$ cat src/rtl/mre_pkg.sv
// Shared constants and state types for the MAC range expander.
// Assumes a record of six address bytes plus one count byte.
package mre_pkg;
    localparam int MAC_BYTES = 6;
    localparam int REC_BYTES = MAC_BYTES + 1;
    localparam int MAC_W     = MAC_BYTES * 8;

    typedef enum logic [1:0] {
        RD_IDLE,
        RD_ISSUE,
        RD_DRAIN,
        RD_PUB
    } rd_state_t;
endpackage

$ cat src/rtl/mre_reader.sv
// Record reader: issues one read per cycle over the seven record bytes,
// captures each byte one cycle after its strobe and publishes base and
// count with a one-cycle pulse. Assumes the memory keeps the record
// unchanged during a scan.
module mre_reader
    import mre_pkg::*;
#(
    parameter int AW        = 8,
    parameter int BASE_ADDR = 0
) (
    input  logic             clk,
    input  logic             rst_n,
    input  logic             go,
    output logic [AW-1:0]    mem_addr,
    output logic             mem_rd,
    input  logic [7:0]       mem_rdata,
    output logic             busy,
    output logic             rec_vld,
    output logic [MAC_W-1:0] rec_base,
    output logic [7:0]       rec_cnt
);
    localparam int PW = $clog2(REC_BYTES);
    localparam logic [PW-1:0] LAST = PW'(REC_BYTES - 1);

    rd_state_t      state;
    logic [PW-1:0]  ptr;
    logic           cap_vld;
    logic [PW-1:0]  cap_idx;

    // Strobe and address follow the issue pointer.
    always_comb begin
        mem_rd   = (state == RD_ISSUE);
        mem_addr = AW'(BASE_ADDR) + AW'(ptr);
        busy     = (state != RD_IDLE);
        rec_vld  = (state == RD_PUB);
    end

    // Sequence the reads and shift returning bytes into the record.
    always_ff @(posedge clk) begin
        if (!rst_n) begin
            state    <= RD_IDLE;
            ptr      <= '0;
            cap_vld  <= 1'b0;
            cap_idx  <= '0;
            rec_base <= '0;
            rec_cnt  <= '0;
        end else begin
            cap_vld <= (state == RD_ISSUE);
            cap_idx <= ptr;
            case (state)
                RD_IDLE: if (go) begin
                    state <= RD_ISSUE;
                    ptr   <= '0;
                end
                RD_ISSUE: if (ptr == LAST) state <= RD_DRAIN;
                          else             ptr   <= ptr + 1'b1;
                RD_DRAIN: if (cap_vld && cap_idx == LAST) state <= RD_PUB;
                default:  state <= RD_IDLE;
            endcase
            if (cap_vld) begin
                if (cap_idx == LAST) rec_cnt  <= mem_rdata;
                else                 rec_base <= {rec_base[MAC_W-9:0], mem_rdata};
            end
        end
    end
endmodule

$ cat src/rtl/mre_emitter.sv
// List emitter: on a published record, checks the count and the low-byte
// range, then offers base+i for i in 0..count-1 over valid/ready.
// Assumes rec_vld is a single-cycle pulse.
module mre_emitter
    import mre_pkg::*;
#(
    parameter int CW = 8
) (
    input  logic             clk,
    input  logic             rst_n,
    input  logic             clr,
    input  logic             rec_vld,
    input  logic [MAC_W-1:0] rec_base,
    input  logic [CW-1:0]    rec_cnt,
    input  logic             out_ready,
    output logic [MAC_W-1:0] out_mac,
    output logic [CW-1:0]    out_idx,
    output logic             out_valid,
    output logic             done,
    output logic             ovf_err,
    output logic             busy
);
    localparam int SW = CW + 2;

    logic [MAC_W-1:0] base_q;
    logic [CW-1:0]    cnt_q;
    logic [SW-1:0]    reach;
    logic             too_far;

    // Low byte plus count beyond 256 means the last entry would wrap.
    always_comb begin
        reach   = SW'(rec_base[7:0]) + SW'(rec_cnt);
        too_far = (reach > SW'(256));
        out_mac = {base_q[MAC_W-1:8], base_q[7:0] + 8'(out_idx)};
        busy    = out_valid;
    end

    // Load the record, then advance through the list on handshakes.
    always_ff @(posedge clk) begin
        if (!rst_n) begin
            base_q    <= '0;
            cnt_q     <= '0;
            out_idx   <= '0;
            out_valid <= 1'b0;
            done      <= 1'b0;
            ovf_err   <= 1'b0;
        end else begin
            done <= 1'b0;
            if (clr) ovf_err <= 1'b0;
            if (rec_vld) begin
                base_q  <= rec_base;
                cnt_q   <= rec_cnt;
                out_idx <= '0;
                if (rec_cnt == '0) begin
                    done <= 1'b1;
                end else if (too_far) begin
                    ovf_err <= 1'b1;
                    done    <= 1'b1;
                end else begin
                    out_valid <= 1'b1;
                end
            end else if (out_valid && out_ready) begin
                if (out_idx == cnt_q - 1'b1) begin
                    out_valid <= 1'b0;
                    done      <= 1'b1;
                end else begin
                    out_idx <= out_idx + 1'b1;
                end
            end
        end
    end
endmodule

$ cat src/rtl/mac_range_expander.sv
// Top: reads a base MAC and a count from a byte memory and emits the
// range base..base+count-1 (low byte stepped). A start is accepted only
// when both the reader and the emitter are idle.
module mac_range_expander
    import mre_pkg::*;
#(
    parameter int AW        = 8,
    parameter int BASE_ADDR = 0
) (
    input  logic             clk,
    input  logic             rst_n,
    input  logic             start,
    output logic [AW-1:0]    mem_addr,
    output logic             mem_rd,
    input  logic [7:0]       mem_rdata,
    output logic [MAC_W-1:0] out_mac,
    output logic [7:0]       out_idx,
    output logic             out_valid,
    input  logic             out_ready,
    output logic             done,
    output logic             ovf_err
);
    logic             rd_busy;
    logic             em_busy;
    logic             accept;
    logic             rec_vld;
    logic [MAC_W-1:0] rec_base;
    logic [7:0]       rec_cnt;

    // Gate the start with both stages' activity.
    assign accept = start && !rd_busy && !em_busy;

    mre_reader #(.AW(AW), .BASE_ADDR(BASE_ADDR)) u_reader (
        .clk(clk), .rst_n(rst_n), .go(accept),
        .mem_addr(mem_addr), .mem_rd(mem_rd), .mem_rdata(mem_rdata),
        .busy(rd_busy), .rec_vld(rec_vld), .rec_base(rec_base), .rec_cnt(rec_cnt)
    );

    mre_emitter #(.CW(8)) u_emitter (
        .clk(clk), .rst_n(rst_n), .clr(accept),
        .rec_vld(rec_vld), .rec_base(rec_base), .rec_cnt(rec_cnt),
        .out_ready(out_ready), .out_mac(out_mac), .out_idx(out_idx),
        .out_valid(out_valid), .done(done), .ovf_err(ovf_err), .busy(em_busy)
    );
endmodule

$ cat config.mk
export PLATFORM = sky130hd
export DESIGN_NAME = mac_range_expander
export DESIGN_NICKNAME = d
export VERILOG_FILES = /design/src/rtl/mre_pkg.sv /design/src/rtl/mre_reader.sv /design/src/rtl/mre_emitter.sv /design/src/rtl/mac_range_expander.sv
export SDC_FILE = /design/constraint.sdc
export NUM_CORES = 1
export LEC_CHECK = 0
export ABC_AREA = 1
export BUFFER_PORTS_ARGS = -buffer_cell sky130_fd_sc_hd__buf_2
export CORE_AREA = 2 2 112 158
export CTS_BUF_LIST = sky130_fd_sc_hd__clkbuf_16
export DETAILED_ROUTE_END_ITERATION = 8
export DIE_AREA = 0 0 114 160
export GPL_ROUTABILITY_DRIVEN = 0
export PLACE_DENSITY = 0.57
export SLEW_MARGIN = 20
export SYNTH_ARGS = -nofsm -noshare
export SYNTH_HDL_FRONTEND = slang
export SYNTH_HIERARCHICAL = 1
export SYNTH_SLANG_ARGS = --single-unit
$ cat constraint.sdc
create_clock -name clk -period 5.2 [get_ports clk]
set_clock_uncertainty 0.1 [all_clocks]
set_input_delay 1.04 -clock clk [delete_from_list [all_inputs] [get_ports clk]]
set_output_delay 1.04 -clock clk [all_outputs]
set_load 0.05 [all_outputs]
After elaboration in Yosys (flattened, before gate mapping)
Cells that the tools add are included.
{"block": "classes", "n_mux": 21, "n_addsub": 5, "reduce_logical": 19, "n_eq_ne": 12, "bitwise": 3, "order_cmp": 1}
{"op": "$mux W1", "n": 14}
{"op": "$gt A10 B9 Y1 const B", "n": 1}
{"op": "$add A8 B8 Y9", "n": 1}
{"op": "$add A8 B1 Y8 const B", "n": 1}
{"op": "$add A8 B8 Y8", "n": 1}
{"op": "$eq A8 B8 Y1", "n": 1}
{"op": "$logic_not A8 Y1", "n": 1}
{"op": "$ne A2 B2 Y1 const B", "n": 4}
{"op": "$reduce_bool A2 Y1", "n": 4}
{"op": "$sub A8 B1 Y8 const B", "n": 1}
{"op": "$eq A3 B3 Y1 const B", "n": 2}
{"op": "$mux W2", "n": 3}
{"op": "$mux W3", "n": 2}
{"op": "$pmux W2 S3", "n": 1}
{"op": "$pmux W3 S2", "n": 1}
{"op": "$reduce_and A2 Y1", "n": 3}
{"op": "$reduce_and A3 Y1", "n": 2}
{"op": "$eq A2 B2 Y1 const B", "n": 2}
{"op": "$logic_and A1 B1 Y1", "n": 4}
{"op": "$ne A2 B1 Y1 const B", "n": 2}
{"op": "$reduce_and A4 Y1", "n": 1}
{"op": "$add A3 B1 Y3 const B", "n": 1}
{"op": "$not A1 Y1", "n": 3}
{"op": "$eq A2 B1 Y1 const B", "n": 1}
{"op": "3 further kinds", "n": 4}
{"block": "word_totals", "input_bits": 12, "out_inout_bits": 68, "reg_bits": 132}

Depth between registers and ports, before layout
{"block": "depth", "word_depth": 8, "depth_mapped": 14}

Hierarchy
Netlist, hierarchy kept.
{"module": "mre_emitter", "area_each_um2": 3764.9, "cells_each": 538, "seq_area_each_um2": 1341.3, "n_inst": 1}
{"module": "mre_reader", "area_each_um2": 2531.2, "cells_each": 321, "seq_area_each_um2": 1301.2, "n_inst": 1}
{"module": "mac_range_expander", "area_each_um2": 13.8, "cells_each": 3, "seq_area_each_um2": 0.0, "n_inst": 1}

Least setup slack after synthesis
No wires, ideal clock.
{"block": "synth_timing", "path_kind": "register to output", "startpoint": "reg u_emitter.out_idx[0]", "endpoint": "out out_mac[6]", "n_path_buf": 0, "slack_ns": 1.388, "stages_incl_launch_ff": 9, "t_arrival_ns": 2.672, "cell_sequence": "dfxtp_1 -> ha_1 -> inv_1 -> fa_1 -> o21ai_0 -> a21oi_1 -> nor2_1 -> nor2_1 -> xnor2_1"}
{"block": "synth_between", "elab_chain_len": 1}
{"item": "start, declared", "line": "mre_emitter.sv:17", "text": "output logic [CW-1:0] out_idx,"}
{"item": "start signal, assigned", "line": "mre_emitter.sv:67", "text": "out_idx <= out_idx + 1'b1;"}
{"item": "$add A8 B8 Y8", "line": "mre_emitter.sv:34", "text": "out_mac = {base_q[MAC_W-1:8], base_q[7:0] + 8'(out_idx)};"}
{"item": "end, declared", "line": "mac_range_expander.sv:16", "text": "output logic [MAC_W-1:0] out_mac,"}
Every way passes these cells.

Worst setup path in the final report
Same ends and word-level chain as after synthesis.

==> results.yml <==
detailed_routing:
  drt_first_pass_iters: 6
  ant_nets: 0
  wirelength_um: 15700
  vias: 5295
  post-route-drc-count: 0
  wire_per_inst_um: 14.3
  drt_iter0_drc: 294
  viasPerCell: 4.83
floorplanning:
  die_x_um: 114
  dieArea_um2: 18200
  core_um2: 17000
  floorplan.initialDensity_pct: 37.2
  die-height_um: 160
  num_rows: 57
  ioPinCount: 80
clock_tree:
  cts_buffers: 17
  clk_pin_slew_ns: 0.06
  cts_hold_buf: 0
  cts_tree: "done"
  max-clock-path-buffers: 2
  postCtsResizedCells: 0
  cts-root-buf: "clkbuf_16"
  cts_setup_buffers: 0
  cts_max_level: 4
  cts_sinks: 132
  insertion_delay_ns: 0.42
worst_setup_path:
  cp_data_required_time_ns: 4.06
  cp.arrival_ns: 2.47
  startpoint: "u_emitter/out_idx[0]"
  worst_setup_path_end_kind: "output pin"
  cp_max_fo: 6
  start_kind: "flop"
  r2r_start: "u_reader/rec_base[0]"
  crit_type: "reg2out"
logic_synthesis:
  ys_types: 33
  ys_ff_latch: 132
  synthCells: 862
  postSynthAreaPerCell_um2: 7.32
  ys.warnings.count: 6
  synth_edf_count: 0
  seq_area_frac_synth_pct: 41.9
  ys.flop_type: "dfxtp_1"
  syn-cell-area_um2: 6310
  async_flop_share_pct: 0
global_route:
  grt_use_total_pct: 17.7
  grt_max_degree: 66
  grt_pass1_vias: 5177
  antenna_found_initial: 0
  grt_overflow: 0
  grt_pass1_wl_um: 25700
final_layout:
  seq_area_um2: 2640
  drive_above_1_share_pct: 13.9
  multi_input_area_um2: 2900
  fin_area_um2: 7050
  diodes: 0
  utilization_pct: 41.5
  final.fill_count: 1824
  layout_common_cells: "nand2_1, dfxtp_1, nor2_1, a21oi_1, nand3_1"
  area_delta_synth_final_pct: 11.7
  nets: 915
  mostFrequentLayoutCell: "nand2_1"
sta:
  period_needed_ns: 3.61
  worst_hold_slack_ns: 0.364
  tns_ns: 0
  worstMarginPinSlew_ns: 0.671
  slew_headroom_pct: 55.3
  rsz0062_at_grt: "no"
  final.period_utilization_pct: 69.5
  setup_viol: 0
  finalMaxSlewViolations: 0
  hold_viol_final: 0
  clock.fmax_mhz: 277
place:
  place_area_um2: 6470
  port_buffers: 74
  hpwlAfterDp_um: 10700
run_status:
  status: "completed"
power:
  p_per_area_nw_per_um2: 458
  p_total_mw: 3.23
  leakagePower_nw: 3.30
  ir_worst_vdd_mv: 0.181
hold_path:
  holdCritStartpoint: "u_reader/rec_base[40]"
  min_path_type: "reg2reg"
flow_run:
  maxCapViolCount: 0
-- path summary, 6_finish.rpt --
kind                                               to  slack [ns]  cells after the start
worst max-delay path                       out_mac[6]        1.59                      9
worst min register to register  u_reader/rec_base[40]        0.36                      2
worst min-delay path            u_reader/rec_base[40]        0.36                      2
worst max register to register         u_emitter/busy        2.95                     10
-- final cells by class --
cell class / instances / share of cell area [%]
clock buffer: 17 / 6.04
sequential: 132 / 37.5
inverter: 65 / 3.46
clock inverter: 15 / 2.22
tap: 206 / 3.66
timing repair buffer: 81 / 6.00
multi-input combinational: 580 / 41.1
-- power by group --
group	switching, mW	internal [mW]	leakage (nW)
logic	0.641	0.215	1.97
clock network	0.477	0.709	0.269
registers	0.0748	1.11	1.07
total	1.19	2.04	3.30
-- critical path, stage by stage (launching register included) --
cell and delay [ns]:
dfxtp_1 0.43, ha_1 0.20, inv_1 0.05, fa_1 0.39, o21ai_0 0.33, a21oi_1 0.11, nor2_1 0.10, nor2_1 0.06
xnor2_1 0.11, buf_2 0.27
-- layer usage --
metal | wire length, um | global-route usage [%] | part of all wire [%]
met5 | 0 | 0 | 0
met4 | 331 | 6.98 | 2.1
met3 | 446 | 3.87 | 2.8
met2 | 8030 | 30.4 | 51
met1 | 6870 | 21.2 | 44
-- sequential cells by signal, summed over array words and instances, names as in the netlist --
signal	flops
u_emitter/base_q	48
u_emitter/busy	1
u_emitter/cnt_q	8
u_emitter/done	1
u_emitter/out_idx	8
u_emitter/ovf_err	1
u_reader/cap_idx	3
u_reader/cap_vld	1
u_reader/ptr	3
u_reader/rec_base	48
u_reader/rec_cnt	8
u_reader/state	2
-- Yosys cell counts, types with 7 or more instances --
| library cell | number | area share [%] |
|---|---|---|
| a21oi_1 | 85 | 6.7 |
| buf_2 | 10 | 0.79 |
| buf_4 | 51 | 6.1 |
| clkbuf_1 | 24 | 1.4 |
| dfxtp_1 | 132 | 42 |
| ha_1 | 24 | 4.8 |
| inv_1 | 61 | 3.6 |
| nand2_1 | 144 | 8.6 |
| nand3_1 | 77 | 6.1 |
| nand4_1 | 7 | 0.69 |
| nor2_1 | 124 | 7.4 |
| o21ai_0 | 70 | 5.6 |
| xnor2_1 | 7 | 0.97 |
| xor2_1 | 14 | 1.9 |
-- cells by family (layout without fill, tap and decap cells) --
kind of cell             count (synthesis)  after routing  synth area share [%]
AND/OR/NAND/NOR                        367            367                  24.4
buffers and inverters                  154            178                  12.4
flip-flops                             132            132                  41.9
other                                    1              5                0.0594
adder cells (fa/ha/maj)                 26             26                  5.39
XOR/XNOR                                21             21                  2.91
AO/OA/AOI/OAI                          161            161                  12.9
-- per-stage QoR --
stage	cells	worst slack, ns
after floorplan	866	1.39
after global placement	1064	2.03
after detailed placement	1064	2.02
after CTS	1096	1.56
after global routing	1096	1.37
final	1096	1.59
Power figures use the tool's default switching activity.
